## src/rtl/sec_pkg.sv

```systemverilog
package sec_pkg;
  // Frame slot numbering shared by the section controller and its sub-blocks.
  localparam int unsigned SLOT_OFS_CMP   = 1;
  localparam int unsigned SLOT_GAIN_CMP  = 2;
  localparam int unsigned SLOT_SAMPLE    = 3;
  localparam int unsigned SLOT_BIT_FIRST = 4;
endpackage

```

## src/rtl/sec_trim_acc.sv

```systemverilog
module sec_trim_acc #(
  parameter int unsigned ACC_W  = 10,
  parameter int unsigned TRIM_W = 6
) (
  input  logic              clk,
  input  logic              rst_n,
  input  logic              step_en,
  input  logic              step_down,
  output logic [TRIM_W-1:0] trim_o
);
  localparam logic [ACC_W-1:0] ACC_MAX = {1'b0, {(ACC_W-1){1'b1}}};
  localparam logic [ACC_W-1:0] ACC_MIN = {1'b1, {(ACC_W-1){1'b0}}};
  localparam logic [ACC_W-1:0] ACC_ONE = {{(ACC_W-1){1'b0}}, 1'b1};

  logic [ACC_W-1:0] acc_q, acc_d;

  // Saturating up/down count, one count per enabled clock.
  always_comb begin
    acc_d = acc_q;
    if (step_down) begin
      if (acc_q != ACC_MIN) acc_d = acc_q - ACC_ONE;
    end else begin
      if (acc_q != ACC_MAX) acc_d = acc_q + ACC_ONE;
    end
  end

  always_ff @(posedge clk or negedge rst_n) begin
    if (!rst_n)       acc_q <= '0;
    else if (step_en) acc_q <= acc_d;
  end

  // Upper bits form the trim word: an arithmetic divide rounding down.
  assign trim_o = acc_q[ACC_W-1 -: TRIM_W];

  a_r4_step_down: assert property (@(posedge clk) disable iff (!rst_n)
    (step_en && step_down && acc_q != ACC_MIN) |=> acc_q == $past(acc_q) - ACC_ONE);
  a_r4_step_up: assert property (@(posedge clk) disable iff (!rst_n)
    (step_en && !step_down && acc_q != ACC_MAX) |=> acc_q == $past(acc_q) + ACC_ONE);
  a_r7_floor_ceiling: assert property (@(posedge clk) disable iff (!rst_n)
    (step_en && ((step_down && acc_q == ACC_MIN) || (!step_down && acc_q == ACC_MAX)))
      |=> $stable(acc_q));
  a_r6_no_step: assert property (@(posedge clk) disable iff (!rst_n)
    !step_en |=> $stable(trim_o));
endmodule

```

## src/rtl/sec_sar_core.sv

```systemverilog
module sec_sar_core
  import sec_pkg::*;
#(
  parameter int unsigned RES_W = 13,
  parameter int unsigned PH_W  = 5
) (
  input  logic             clk,
  input  logic             rst_n,
  input  logic [PH_W-1:0]  phase_i,
  input  logic             cmp_hi_i,
  output logic [RES_W-1:0] dac_code_o,
  output logic [RES_W-1:0] result_o,
  output logic             result_valid_o
);
  localparam logic [PH_W-1:0] PH_SAMPLE = PH_W'(SLOT_SAMPLE);
  localparam logic [PH_W-1:0] PH_FIRST  = PH_W'(SLOT_BIT_FIRST);
  localparam logic [PH_W-1:0] PH_LAST   = PH_W'(SLOT_BIT_FIRST + RES_W - 1);

  logic             in_search;
  logic [RES_W-1:0] trial_mask;
  logic [RES_W-1:0] work_q, work_d;
  logic             work_en;
  logic [RES_W-1:0] result_q;
  logic             valid_q;
  logic             load_en;

  assign in_search = (phase_i >= PH_FIRST) && (phase_i <= PH_LAST);

  // One trial bit per search slot, MSB in the first slot.
  for (genvar g = 0; g < RES_W; g++) begin : g_trial
    localparam logic [PH_W-1:0] PH_G = PH_W'(SLOT_BIT_FIRST + RES_W - 1 - g);
    assign trial_mask[g] = (phase_i == PH_G);
  end

  assign work_en = in_search || (phase_i == PH_SAMPLE);
  assign load_en = (phase_i == PH_LAST);

  always_comb begin
    work_d = work_q;
    if (phase_i == PH_SAMPLE)     work_d = '0;
    else if (in_search && cmp_hi_i) work_d = work_q | trial_mask;
  end

  always_ff @(posedge clk or negedge rst_n) begin
    if (!rst_n)       work_q <= '0;
    else if (work_en) work_q <= work_d;
  end

  always_ff @(posedge clk or negedge rst_n) begin
    if (!rst_n)       result_q <= '0;
    else if (load_en) result_q <= work_d;
  end

  always_ff @(posedge clk or negedge rst_n) begin
    if (!rst_n) valid_q <= 1'b0;
    else        valid_q <= load_en;
  end

  assign dac_code_o     = in_search ? (work_q | trial_mask) : '0;
  assign result_o       = result_q;
  assign result_valid_o = valid_q;

  a_r2_one_trial: assert property (@(posedge clk) disable iff (!rst_n)
    in_search |-> $countones(dac_code_o & ~work_q) == 1);
  a_r3_strobe: assert property (@(posedge clk) disable iff (!rst_n)
    (phase_i == PH_LAST) |=> result_valid_o);
  a_r3_strobe_quiet: assert property (@(posedge clk) disable iff (!rst_n)
    (phase_i != PH_LAST) |=> !result_valid_o);
  a_r3_hold: assert property (@(posedge clk) disable iff (!rst_n)
    (phase_i != PH_LAST) |=> $stable(result_o));
endmodule

```

## src/rtl/sec_cal_timer.sv

```systemverilog
module sec_cal_timer #(
  parameter int unsigned CAL_CLKS = 10000
) (
  input  logic clk,
  input  logic rst_n,
  output logic ready_o
);
  localparam int unsigned   CNT_W    = $clog2(CAL_CLKS + 1);
  localparam logic [CNT_W-1:0] CNT_LAST = CNT_W'(CAL_CLKS - 1);
  localparam logic [CNT_W-1:0] CNT_ONE  = CNT_W'(1);

  logic [CNT_W-1:0] cnt_q, cnt_d;
  logic             done_q, done_d;
  logic             cnt_en;

  assign cnt_en = !done_q;

  always_comb begin
    cnt_d  = cnt_q + CNT_ONE;
    done_d = (cnt_q == CNT_LAST);
  end

  always_ff @(posedge clk or negedge rst_n) begin
    if (!rst_n) begin
      cnt_q  <= '0;
      done_q <= 1'b0;
    end else if (cnt_en) begin
      cnt_q  <= cnt_d;
      done_q <= done_d;
    end
  end

  assign ready_o = done_q;

  a_r8_sticky: assert property (@(posedge clk) disable iff (!rst_n)
    ready_o |=> ready_o);
  a_r8_not_early: assert property (@(posedge clk) disable iff (!rst_n)
    (!ready_o && cnt_q != CNT_LAST) |=> !ready_o);
endmodule

```

## src/rtl/sar_section_ctrl.sv

```systemverilog
module sar_section_ctrl
  import sec_pkg::*;
#(
  parameter int unsigned RES_W    = 13,
  parameter int unsigned PH_W     = 5,
  parameter int unsigned ACC_W    = 10,
  parameter int unsigned TRIM_W   = 6,
  parameter int unsigned CAL_CLKS = 10000
) (
  input  logic              clk,
  input  logic              rst_n,
  input  logic [PH_W-1:0]   phase_i,
  input  logic              cmp_hi_i,
  output logic [RES_W-1:0]  dac_code_o,
  output logic [TRIM_W-1:0] ofs_trim_o,
  output logic [TRIM_W-1:0] gain_trim_o,
  output logic [RES_W-1:0]  result_o,
  output logic              result_valid_o,
  output logic              calibrated_o
);
  localparam logic [PH_W-1:0] PH_OFS  = PH_W'(SLOT_OFS_CMP);
  localparam logic [PH_W-1:0] PH_GAIN = PH_W'(SLOT_GAIN_CMP);

  logic ofs_en, gain_en;

  assign ofs_en  = (phase_i == PH_OFS);
  assign gain_en = (phase_i == PH_GAIN);

  sec_trim_acc #(.ACC_W(ACC_W), .TRIM_W(TRIM_W)) u_ofs_acc (
    .clk       (clk),
    .rst_n     (rst_n),
    .step_en   (ofs_en),
    .step_down (cmp_hi_i),
    .trim_o    (ofs_trim_o)
  );

  sec_trim_acc #(.ACC_W(ACC_W), .TRIM_W(TRIM_W)) u_gain_acc (
    .clk       (clk),
    .rst_n     (rst_n),
    .step_en   (gain_en),
    .step_down (cmp_hi_i),
    .trim_o    (gain_trim_o)
  );

  sec_sar_core #(.RES_W(RES_W), .PH_W(PH_W)) u_sar (
    .clk            (clk),
    .rst_n          (rst_n),
    .phase_i        (phase_i),
    .cmp_hi_i       (cmp_hi_i),
    .dac_code_o     (dac_code_o),
    .result_o       (result_o),
    .result_valid_o (result_valid_o)
  );

  sec_cal_timer #(.CAL_CLKS(CAL_CLKS)) u_cal (
    .clk     (clk),
    .rst_n   (rst_n),
    .ready_o (calibrated_o)
  );
endmodule

```

## config.mk

```make
export PLATFORM = sky130hd
export DESIGN_NAME = sar_section_ctrl
export DESIGN_NICKNAME = d
export VERILOG_FILES = /design/src/rtl/sec_pkg.sv /design/src/rtl/sec_trim_acc.sv /design/src/rtl/sec_sar_core.sv /design/src/rtl/sec_cal_timer.sv /design/src/rtl/sar_section_ctrl.sv
export SDC_FILE = /design/constraint.sdc
export NUM_CORES = 1
export LEC_CHECK = 0
export ABC_AREA = 1
export CAP_MARGIN = 15
export CORE_MARGIN = 4
export CORE_UTILIZATION = 46
export DETAILED_ROUTE_END_ITERATION = 6
export PLACE_DENSITY = 0.67
export RECOVER_POWER = 50
export SYNTH_ARGS = -nofsm -noshare
export SYNTH_HDL_FRONTEND = slang
export SYNTH_HIERARCHICAL = 1
export SYNTH_SLANG_ARGS = --single-unit
export TNS_END_PERCENT = 30
```

## constraint.sdc

```tcl
create_clock -name clk -period 2.3 [get_ports clk]
set_clock_uncertainty 0.05 [all_clocks]
set_input_delay 0.46 -clock clk [delete_from_list [all_inputs] [get_ports clk]]
set_output_delay 0.46 -clock clk [all_outputs]
set_load 0.01 [all_outputs]
```

==> flow_summary.toml <==
[global_routing]
grt_pass1_wl_um = 15970
gr-total-overflow = 0
grt_antenna_before_repair = 0
gr-usage-all-layers_pct = 17.57
grt_max_degree = 63
grt_pass1_vias = 3554

[layout]
drive_gt1_share_pct = 10.51
area_delta_synth_final_pct = 19.47
n_antenna_cell = 0
nets = 669
utilization_pct = 56.93

[run_status]
status = "finished, violations left"
violations = "capacitance limit, slew limit"

[critical_path]
crit_type = "primary input to output pin"
cp.arrival_ps = 1620
path_delay_family = "buffers and inverters"
required_ps = 1790
critPathBufInv = 4
reg2reg_depth = 6
crit_chain = "clkdlybuf4s15_2 > nor2_4 > inv_1 > nand2_1 > nand2_8 > nand2_1 > inv_1 > dlygate4sd2_1"
worstPathMaxFanout = 13
path_depth = 8
crit_path_end_kind = "output pin"
setup.worst_path.start_class = "primary input"
slowest_delay_ps = 270
slowest_stage = "dlygate4sd2_1"

[floorplanning]
die_area_mm2 = 0.01072
die_x_um = 103.5
core_area_mm2 = 0.008806
die_h_um = 103.5
rows = 34
io_pins = 48
initial_core_util_pct = 47.66

[min_path]
hp-class = "flip-flop to flip-flop"
min_path_cells = 2

[timing]
min_period_over_period_pct = 92.80
post-route-min-period_ps = 2134
tightest_slew_ps = 1511
setup_slack_ps = 165.5
setup_viol = 0
tns_ps = 0
slew_viol_final = 63
rsz0062_at_grt = "false"
max_slew_margin_pct = -0.7226
fmax_ghz = 0.4685
finalHoldViolations = 0
fin_hold_ws_ps = 429.9

[cts]
tritoncts = "yes"
clkTransAtPathRegs_ps = 70
clockBufferDepth = 2
clk-insertion-delay-late_ps = 330
root_buffer = "clkbuf_8"
cts.hold.buffers_added = 0
cts_sinks = 62
cts_buffers = 9
htree_num_levels = 3

[pwr]
vdd_ir_drop_max_mv = 0.4252
total_power_mw = 4.240
power_switching_mw = 1.650
comb_power_share_pct = 43.1
p_per_area_mw_per_mm2 = 845.6
power_leakage_nw = 2.874
clock_power_share_pct = 20.9
swShare_pct = 38.91
p_seq_share_pct = 36.0
p_int_mw = 2.590

[logic_synthesis]
netlist_top_cells_area = "dfrtp_1, nand2_1, inv_1"
synth_area_per_cell_um2 = 7.211
synth-edff-count = 0
netlist_area_mm2 = 0.004197
syn_nets = 609
syn_inst = 582
ys_seq_area_share_pct = 36.97
yosys.area.top_type_share_pct = 36.97
synth.largest_area_cell = "dfrtp_1"
yosys-top-cells-count = "nand2_1, inv_1, dfrtp_1"
ys_ff_latch = 62
synth_flop_cell = "dfrtp_1"
async_flop_share_pct = 100.0
synth-warning-count = 6
synth_most_common_cell = "nand2_1"
synthDistinctLibCells = 32

[placement]
dpl.hpwl_um = 6524
port_buffers = 47
pre_cts_ws_ps = -462.3
gp_congestion = 0.8553

[route]
detail_route.iter0.violations = 107
firstDrtPassIters = 4
vias = 3646
routedWlPerCell_um = 11.74
routed_wl_um = 8865
ant_nets = 0
drc = 0
routed_via_density = 4.829

[job]
maxCapViolations = 1
-- cell type report --
class / count / area, µm²
Clock buffer: 13 / 168.9
Clock inverter: 3 / 17.52
Fill cell: 868 / 3792
Inverter: 81 / 309.0
Multi-Input combinational cell: 419 / 2167
Sequential cell: 62 / 1551
Tap cell: 108 / 135.1
Timing Repair Buffer: 69 / 664.4
-- placed cells by master (no fill, tap or decap), types with 2 or more instances in the layout --
cell type / Yosys / layout
clkbuf_1: 0 / 2
nand2_2: 5 / 3
o21ai_0: 12 / 12
clkdlybuf4s50_1: 0 / 28
nor3_1: 5 / 6
dfrtp_1: 62 / 62
nand4_1: 7 / 7
inv_1: 75 / 75
clkinv_2: 0 / 2
xnor2_1: 6 / 7
or2_1: 2 / 2
dlygate4sd2_1: 0 / 9
nand3_1: 56 / 57
nand2_1: 195 / 196
buf_12: 0 / 3
a21oi_1: 18 / 18
nor2_2: 4 / 4
o21bai_1: 2 / 2
nand2_4: 2 / 2
buf_4: 14 / 18
clkdlybuf4s15_2: 0 / 3
nor2_1: 43 / 43
fa_1: 2 / 2
nand3_2: 7 / 6
clkbuf_8: 0 / 12
dlymetal6s2s_1: 0 / 5
inv_2: 5 / 5
xor2_1: 8 / 8
nand3b_1: 6 / 6
ha_1: 17 / 17
nor2_4: 3 / 4
and2_1: 14 / 14
-- power by group through the flow --
stage          sequential (mW)  clock, mW  combinational [mW]
2_1_floorplan             1.50          0                1.39
3_3_place_gp              1.54          0                1.79
3_5_place_dp              1.55          0                1.82
4_1_cts                   1.53      0.934                1.84
5_1_grt                   1.56      0.975                2.09
6_report                  1.53      0.885                1.83
-- metal layers --
| layer | up-vias | track usage [%] | routed length (µm) |
|---|---|---|---|
| li1 | 1925 | - | - |
| met1 | 1658 | 23.66 | 4400 |
| met2 | 59 | 28.50 | 4041 |
| met3 | 4 | 4.478 | 365 |
| met4 | 0 | 4.274 | 58 |
| met5 | - | 0 | 0 |
-- metrics by stage --
stage,cell area (µm²),cells
after detailed placement,4858,739
after CTS,5065,755
after global routing,5014,755
after global placement,4858,739
final,5014,755
after floorplan,4197,582
-- sequential cells by signal, indices dropped and copies added, names as in the netlist --
name and cells:
u_sar/result_o 13, u_sar/result_valid_o 1, u_cal/cnt_q 14, u_cal/ready_o 1, u_gain_acc/acc_q 10, u_sar/work_q 13, u_ofs_acc/acc_q 10
-- worst paths after layout --
path                                                from                         endpoint  slack (ps)
setup / recovery                              phase_i[3]                    dac_code_o[9]         170
hold reg to reg            u_sar/result_o[8]$_DFFE_PN0P_    u_sar/result_o[8]$_DFFE_PN0P_         430
max in group asynchronous                          rst_n      u_cal/cnt_q[11]$_DFFE_PN0N_         770
setup reg to reg              u_cal/cnt_q[0]$_DFFE_PN0N_      u_cal/cnt_q[12]$_DFFE_PN0N_         660
hold / removal             u_sar/result_o[8]$_DFFE_PN0P_    u_sar/result_o[8]$_DFFE_PN0P_         430
min in group asynchronous                          rst_n  u_gain_acc/acc_q[6]$_DFFE_PN0P_         500
-- worst min-delay path: cells and delay by family (launching register included) --
family / cells / cell delay, ps
AND/OR/NAND/NOR: 2 / 100
flip-flops: 1 / 340
-- what timing repair did --
action                     4_1_cts  5_1_grt
buffers inserted                 0        0
resized for setup               28        7
setup endpoints to repair       13        5
pin swaps                        2        0
cloned                           0        0
-- kinds of logic (layout without fill, tap and decap cells) --
family / after synthesis / in the layout / share of synthesized area [%]
simple gates: 352 / 352 / 38.55
buf+inv: 101 / 166 / 11.03
flops: 62 / 62 / 36.97
compound gates: 33 / 33 / 4.115
fa+ha+maj: 19 / 19 / 6.023
xor+xnor: 15 / 15 / 3.310
Power figures use the tool's default switching activity.
